--- src/rtl/pfmt_pkg.sv ---
package pfmt_pkg;
  typedef enum logic [1:0] {
    FMT_NRZ = 2'b00,
    FMT_RZ  = 2'b01,
    FMT_RO  = 2'b10,
    FMT_SBC = 2'b11
  } fmt_e;

  typedef enum logic [1:0] {
    PH_IDLE = 2'b00,
    PH_PRE  = 2'b01,
    PH_MID  = 2'b10,
    PH_POST = 2'b11
  } phase_e;
endpackage

--- src/rtl/pfmt_edge_pick.sv ---
module pfmt_edge_pick #(
  parameter int NGEN = 4,
  localparam int SELW = (NGEN > 1) ? $clog2(NGEN) : 1
) (
  input  logic [NGEN-1:0] gen_edge,
  input  logic [SELW-1:0] sel,
  output logic            pulse
);
  logic [NGEN-1:0] hit;

  for (genvar g = 0; g < NGEN; g++) begin : g_dec
    assign hit[g] = gen_edge[g] & (sel == SELW'(g));
  end

  assign pulse = |hit;
endmodule

--- src/rtl/pfmt_phase.sv ---
module pfmt_phase
  import pfmt_pkg::*;
(
  input  logic   clk,
  input  logic   rst_n,
  input  logic   cyc_start,
  input  logic   lead_p,
  input  logic   trail_p,
  output phase_e phase_nx,
  output phase_e phase_q
);
  always_comb begin
    phase_nx = phase_q;
    if (cyc_start) begin
      phase_nx = PH_PRE;
    end else begin
      unique case (phase_q)
        PH_PRE: begin
          if (lead_p && trail_p) phase_nx = PH_POST;
          else if (lead_p)       phase_nx = PH_MID;
        end
        PH_MID:  if (trail_p) phase_nx = PH_POST;
        default: phase_nx = phase_q;
      endcase
    end
  end

  always_ff @(posedge clk or negedge rst_n) begin
    if (!rst_n) phase_q <= PH_IDLE;
    else        phase_q <= phase_nx;
  end

  // The trailing region is left only by a new cycle
  p_post_holds_r3: assert property (@(posedge clk) disable iff (!rst_n)
    (phase_q == PH_POST && !cyc_start) |=> (phase_q == PH_POST));

  // The middle region is entered only from the pre-edge region
  p_mid_entry_r7: assert property (@(posedge clk) disable iff (!rst_n)
    (phase_q != PH_PRE && !cyc_start) |=> (phase_q != PH_MID || $past(phase_q) == PH_MID));
endmodule

--- src/rtl/pfmt_wave.sv ---
module pfmt_wave
  import pfmt_pkg::*;
(
  input  fmt_e   fmt,
  input  logic   data,
  input  phase_e phase,
  output logic   level
);
  logic in_window;

  assign in_window = (phase == PH_MID);

  always_comb begin
    if (phase == PH_IDLE) begin
      level = 1'b0;
    end else begin
      unique case (fmt)
        FMT_NRZ: level = data;
        FMT_RZ:  level = in_window ? data : 1'b0;
        FMT_RO:  level = in_window ? data : 1'b1;
        FMT_SBC: level = in_window ? data : ~data;
        default: level = data;
      endcase
    end
  end
endmodule

--- src/rtl/pfmt_strobe.sv ---
module pfmt_strobe (
  input  logic clk,
  input  logic rst_n,
  input  logic cyc_start,
  input  logic cmp_mode,
  input  logic exp_data,
  input  logic strobe_p,
  input  logic pin_in,
  input  logic fail_clr,
  output logic cmp_q,
  output logic fail_q
);
  logic exp_q, done_q;
  logic cmp_d, exp_d, done_d, fail_d;
  logic sample;

  assign sample = !cyc_start && strobe_p && cmp_q && !done_q;

  always_comb begin
    cmp_d  = cmp_q;
    exp_d  = exp_q;
    done_d = done_q;
    fail_d = fail_q;
    if (cyc_start) begin
      cmp_d  = cmp_mode;
      exp_d  = exp_data;
      done_d = 1'b0;
    end else if (sample) begin
      done_d = 1'b1;
      if (pin_in != exp_q) fail_d = 1'b1;
    end
    if (fail_clr) fail_d = 1'b0;
  end

  always_ff @(posedge clk or negedge rst_n) begin
    if (!rst_n) begin
      cmp_q  <= 1'b0;
      exp_q  <= 1'b0;
      done_q <= 1'b1;
      fail_q <= 1'b0;
    end else begin
      cmp_q  <= cmp_d;
      exp_q  <= exp_d;
      done_q <= done_d;
      fail_q <= fail_d;
    end
  end

  // Once a sample is taken, no further sample happens in this cycle
  p_one_strobe_r9: assert property (@(posedge clk) disable iff (!rst_n)
    (done_q && !cyc_start) |=> done_q);

  // The flag is sticky without a clear
  p_fail_sticky_r10: assert property (@(posedge clk) disable iff (!rst_n)
    (fail_q && !fail_clr) |=> fail_q);

  // A clear always wins
  p_clear_wins_r10: assert property (@(posedge clk) disable iff (!rst_n)
    fail_clr |=> !fail_q);

  // Drive mode never raises the flag
  p_drive_nofail_r11: assert property (@(posedge clk) disable iff (!rst_n)
    (!fail_q && !cmp_q) |=> !fail_q);
endmodule

--- src/rtl/pin_formatter.sv ---
module pin_formatter
  import pfmt_pkg::*;
#(
  parameter int NGEN = 4,
  localparam int SELW = (NGEN > 1) ? $clog2(NGEN) : 1
) (
  input  logic            clk,
  input  logic            rst_n,
  input  logic            cyc_start,
  input  logic [NGEN-1:0] gen_edge,
  input  logic [SELW-1:0] lead_sel,
  input  logic [SELW-1:0] trail_sel,
  input  logic [SELW-1:0] strobe_sel,
  input  logic [1:0]      fmt_sel,
  input  logic            drv_data,
  input  logic            exp_data,
  input  logic            cmp_mode,
  input  logic            pin_in,
  input  logic            fail_clr,
  output logic            drv_level,
  output logic            drv_en,
  output logic            fail_flag
);
  fmt_e            fmt_q, fmt_d;
  logic            data_q, data_d;
  logic [SELW-1:0] lead_q, trail_q, strb_q;
  logic [SELW-1:0] lead_d, trail_d, strb_d;
  logic            en_q, en_d;
  logic            lvl_q, lvl_d;
  logic            lead_p, trail_p, strobe_p;
  logic            cmp_q;
  phase_e          phase_nx, phase_q;

  always_comb begin
    fmt_d   = fmt_q;
    data_d  = data_q;
    lead_d  = lead_q;
    trail_d = trail_q;
    strb_d  = strb_q;
    en_d    = en_q;
    if (cyc_start) begin
      fmt_d   = fmt_e'(fmt_sel);
      data_d  = drv_data;
      lead_d  = lead_sel;
      trail_d = trail_sel;
      strb_d  = strobe_sel;
      en_d    = ~cmp_mode;
    end
  end

  always_ff @(posedge clk or negedge rst_n) begin
    if (!rst_n) begin
      fmt_q   <= FMT_NRZ;
      data_q  <= 1'b0;
      lead_q  <= '0;
      trail_q <= '0;
      strb_q  <= '0;
      en_q    <= 1'b0;
      lvl_q   <= 1'b0;
    end else begin
      fmt_q   <= fmt_d;
      data_q  <= data_d;
      lead_q  <= lead_d;
      trail_q <= trail_d;
      strb_q  <= strb_d;
      en_q    <= en_d;
      lvl_q   <= lvl_d;
    end
  end

  pfmt_edge_pick #(.NGEN(NGEN)) u_lead (
    .gen_edge(gen_edge), .sel(lead_q), .pulse(lead_p));
  pfmt_edge_pick #(.NGEN(NGEN)) u_trail (
    .gen_edge(gen_edge), .sel(trail_q), .pulse(trail_p));
  pfmt_edge_pick #(.NGEN(NGEN)) u_strobe (
    .gen_edge(gen_edge), .sel(strb_q), .pulse(strobe_p));

  pfmt_phase u_phase (
    .clk(clk), .rst_n(rst_n), .cyc_start(cyc_start),
    .lead_p(lead_p), .trail_p(trail_p),
    .phase_nx(phase_nx), .phase_q(phase_q));

  pfmt_wave u_wave (
    .fmt(fmt_d), .data(data_d), .phase(phase_nx), .level(lvl_d));

  pfmt_strobe u_cmp (
    .clk(clk), .rst_n(rst_n), .cyc_start(cyc_start),
    .cmp_mode(cmp_mode), .exp_data(exp_data), .strobe_p(strobe_p),
    .pin_in(pin_in), .fail_clr(fail_clr),
    .cmp_q(cmp_q), .fail_q(fail_flag));

  assign drv_level = lvl_q;
  assign drv_en    = en_q;

  // Drive enable only moves on a cycle start
  p_en_steady_r8: assert property (@(posedge clk) disable iff (!rst_n)
    !cyc_start |=> $stable(drv_en));

  // Enable and compare mode agree once a cycle is running
  p_en_vs_mode_r8: assert property (@(posedge clk) disable iff (!rst_n)
    (phase_q != PH_IDLE) |-> (drv_en == !cmp_q));

  // Non-return format holds its level inside a cycle
  p_nrz_hold_r2: assert property (@(posedge clk) disable iff (!rst_n)
    (fmt_q == FMT_NRZ && phase_q != PH_IDLE && !cyc_start) |=> $stable(drv_level));

  // Return-low format is never high outside the edge window
  p_rz_low_r3: assert property (@(posedge clk) disable iff (!rst_n)
    (fmt_q == FMT_RZ && (phase_q == PH_PRE || phase_q == PH_POST)) |-> !drv_level);
endmodule

--- config.mk ---
export PLATFORM = sky130hd
export DESIGN_NAME = pin_formatter
export DESIGN_NICKNAME = d
export VERILOG_FILES = /design/src/rtl/pfmt_pkg.sv /design/src/rtl/pfmt_edge_pick.sv /design/src/rtl/pfmt_phase.sv /design/src/rtl/pfmt_wave.sv /design/src/rtl/pfmt_strobe.sv /design/src/rtl/pin_formatter.sv
export SDC_FILE = /design/constraint.sdc
export NUM_CORES = 1
export LEC_CHECK = 0
export BUFFER_PORTS_ARGS = -buffer_cell sky130_fd_sc_hd__buf_2
export CAP_MARGIN = 20
export CORE_UTILIZATION = 45
export CTS_CLUSTER_DIAMETER = 150
export DETAILED_ROUTE_END_ITERATION = 6
export PLACE_DENSITY = 0.72
export RECOVER_POWER = 25
export SYNTH_ARGS = -nofsm -noshare
export SYNTH_HDL_FRONTEND = slang
export SYNTH_SLANG_ARGS = --single-unit
export TNS_END_PERCENT = 50
--- constraint.sdc ---
create_clock -name clk -period 1.9 [get_ports clk]
set_input_delay 0.475 -clock clk [delete_from_list [all_inputs] [get_ports clk]]
set_output_delay 0.475 -clock clk [all_outputs]
set_load 0.02 [all_outputs]
==> reports/metrics.yaml <==
outcome: "complete, but fails checks"
violations: "setup timing"
root_buffer: "clkbuf_4"
avgSynthCellArea_um2: 12.3
path_clk_slew_ns: 0.10
rsz0062_at_grt: "true"
overflow: 0
cts_num_sinks: 17
finalHoldViolCount: 0
cts_buffer_depth: 2
place_hpwl_um: 1250
wl_per_cell_um: 12.6
critPathSlowestCell: "mux4_2"
ys_seq_area_share_pct: 48.1
drt-total-wl_um: 1640
critPathLaunchType: "flip-flop"
die_area_mm2: 0.00215
leakagePower_nw: 0.549
nets: 131
yosys_warnings: 0
ir_worst_vdd_uv: 703
hp-class: "in -> async"
p_per_area_mw_per_mm2: 1090
final-setup-viol-count: 1
hold_buffers: 0
slew_viol_final: 0
die_w_um: 46.4
synth.area.top_cells: "dfrtp_1, mux2_2, mux4_2"
worst_pin_slew_ns: 0.894
setup_slack_ns: -0.164
grt_max_degree: 18
path_cells: "mux4_2 -> a311o_1 -> nor2_2 -> ha_1 -> mux2i_1 -> nand2_1 -> o221a_1"
grtUsageMet2_pct: 30.3
clk_latency_ns: 0.28
synth_top_area_cell: "dfrtp_1"
antenna_found_initial: 0
nFillCells: 146
yosysTopAreaCellShare_pct: 45.1
relSlewSlack_pct: 40.4
mappedNetlistArea_um2: 887
num_vias: 652
slowest_delay_ns: 0.49
globalplace.congestion: 0.804
crit_path_end_kind: "flip-flop"
cp_data_arrival_time_ns: 2.24
grt.met1_usage_pct: 22.0
cap_violations: 0
grtUsageMet3_pct: 2.35
antennaDiodeCount: 0
viasPerCell: 5.02
skew_ns: 0.00322
htree_levels: 1
fp-row-count: 15
track_usage_pct: 18.1
cp.required_ns: 2.08
grt_pass1_wl_um: 2700
grt_pass1_vias: 655
portBuffers: 22
drc_errors: 0
io_pins: 23
drtIter0Drc: 0
period_needed_ns: 2.06
firstDrtPassIters: 1
ys_ff_latch: 17
post-route-util_pct: 64.1
finalPower_mw: 1.25
instances_no_fill: 130
setup_tns_ns: -0.164
cts_tree: "done"
dp_cells: 124
ant_nets: 0
max_freq_mhz: 485
initial_utilization_pct: 49.8
yosysUniqueCellTypes: 24
grt_busiest_layer: "met2"
die_h_um: 46.4
synth_cells: 72
core_area_mm2: 0.00178
path_class: "reg -> reg"
syn_nets: 97
syn2layout_area_growth_pct: 28.8
cp_max_fo: 2
pre_cts_ws_ns: -0.371
timing.final.crit_share_pct: 109
numCtsBuffers: 3
drive_above_1_share_pct: 52.4
## logic make-up (layout without fill, tap and decap cells)
group / after synthesis / in the layout / share of synthesized area (%)
multiplexers: 17 / 17 / 24.8
AND/OR/NAND/NOR: 11 / 11 / 5.36
flip-flops: 17 / 17 / 48.1
adder cells (fa/ha/maj): 5 / 5 / 7.05
AO/OA/AOI/OAI: 12 / 12 / 9.87
XOR/XNOR: 1 / 1 / 0.987
buffers and inverters: 9 / 42 / 3.81
## layout by cell type, fill, tap and decap left out, types with 2 or more instances in the layout
cell type,instances
inv_1,6
a21oi_1,2
ha_1,3
mux2_2,10
nor2_1,3
clkbuf_4,3
buf_4,9
nand2_1,4
dfrtp_1,15
mux2i_1,4
mux4_2,3
buf_2,21
## worst paths after layout
path                                               start                           end  depth (start not counted)  slack [ns]
worst max-delay path              trail_q[1]$_DFFE_PN0P_           drv_level$_DFF_PN0_                          7       -0.16
worst min-delay path                               rst_n           drv_level$_DFF_PN0_                          1        0.28
worst max register to register    trail_q[1]$_DFFE_PN0P_           drv_level$_DFF_PN0_                          7       -0.16
worst min register to register  u_cmp.done_q$_DFFE_PN1P_      u_cmp.done_q$_DFFE_PN1P_                          2        0.49
max in group asynchronous                          rst_n  u_phase.phase_q[1]$_DFF_PN0_                          1        1.02
min in group clk                                fail_clr      u_cmp.fail_q$_DFFE_PN0P_                          2        0.34
## power by group
part / total (mW) / internal [mW] / switching [mW]
Combinational: 0.594 / 0.318 / 0.276
Clock: 0.190 / 0.0781 / 0.112
Sequential: 0.465 / 0.424 / 0.0413
Total: 1.25 / 0.820 / 0.429
## cells in the mapped netlist (all sizes together)
master  number
nand2        4
a311o        1
mux2        10
o31ai        1
a21o         1
inv          7
o221ai       1
nor2         4
nor2b        1
nand2b       1
dfrtp       16
mux2i        4
dfstp        1
clkbuf       2
ha           5
a21oi        2
o31a         1
xor2         1
a41oi        1
o221a        1
mux4         3
nor3         1
o21ai        3
## registers in the layout (all words and copies together), names as in the netlist
signal and count:
u_cmp.cmp_q 1, u_cmp.fail_q 1, drv_level 1, u_cmp.exp_q 1
drv_en 1, trail_q 2, strb_q 2, data_q 1
u_phase.phase_q 2, lead_q 2, u_cmp.done_q 1, fmt_q 2
## critical path, delay by kind of cell, from the launching register on
family,cells,cell delay [ns]
simple gates,2,0.20
compound gates,2,0.52
mux,2,0.62
flops,1,0.39
fa+ha+maj,1,0.24
## timing repair
action,in CTS,in global routing
gates resized for setup,2,3
pin swaps,1,2
setup buffers,2,0
endpoints found under the setup margin,1,1
## stage by stage
step                area [µm²]  hold slack [ns]
floorplan                  902            0.179
global placement          1090            0.410
detailed placement        1090            0.414
CTS                       1140           0.0904
global route              1140            0.320
finish                    1140            0.281
## routing by layer
| layer | routed length [µm] | up-vias |
|---|---|---|
| met4 | 37 | 0 |
| li1 | - | 324 |
| met2 | 808 | 11 |
| met1 | 742 | 313 |
| met5 | 0 | - |
| met3 | 55 | 4 |
## layout make-up
type                            count  area [µm²]  share of cell area (%)
Tap cell                           25        31.3                    2.74
Inverter                            7        26.3                    2.30
Clock inverter                      1        5.00                   0.438
Multi-Input combinational cell     46         453                    39.6
Clock buffer                        3        22.5                    1.97
Timing Repair Buffer               31         176                    15.4
Sequential cell                    17         428                    37.5
(Power assumes the default switching activity.)
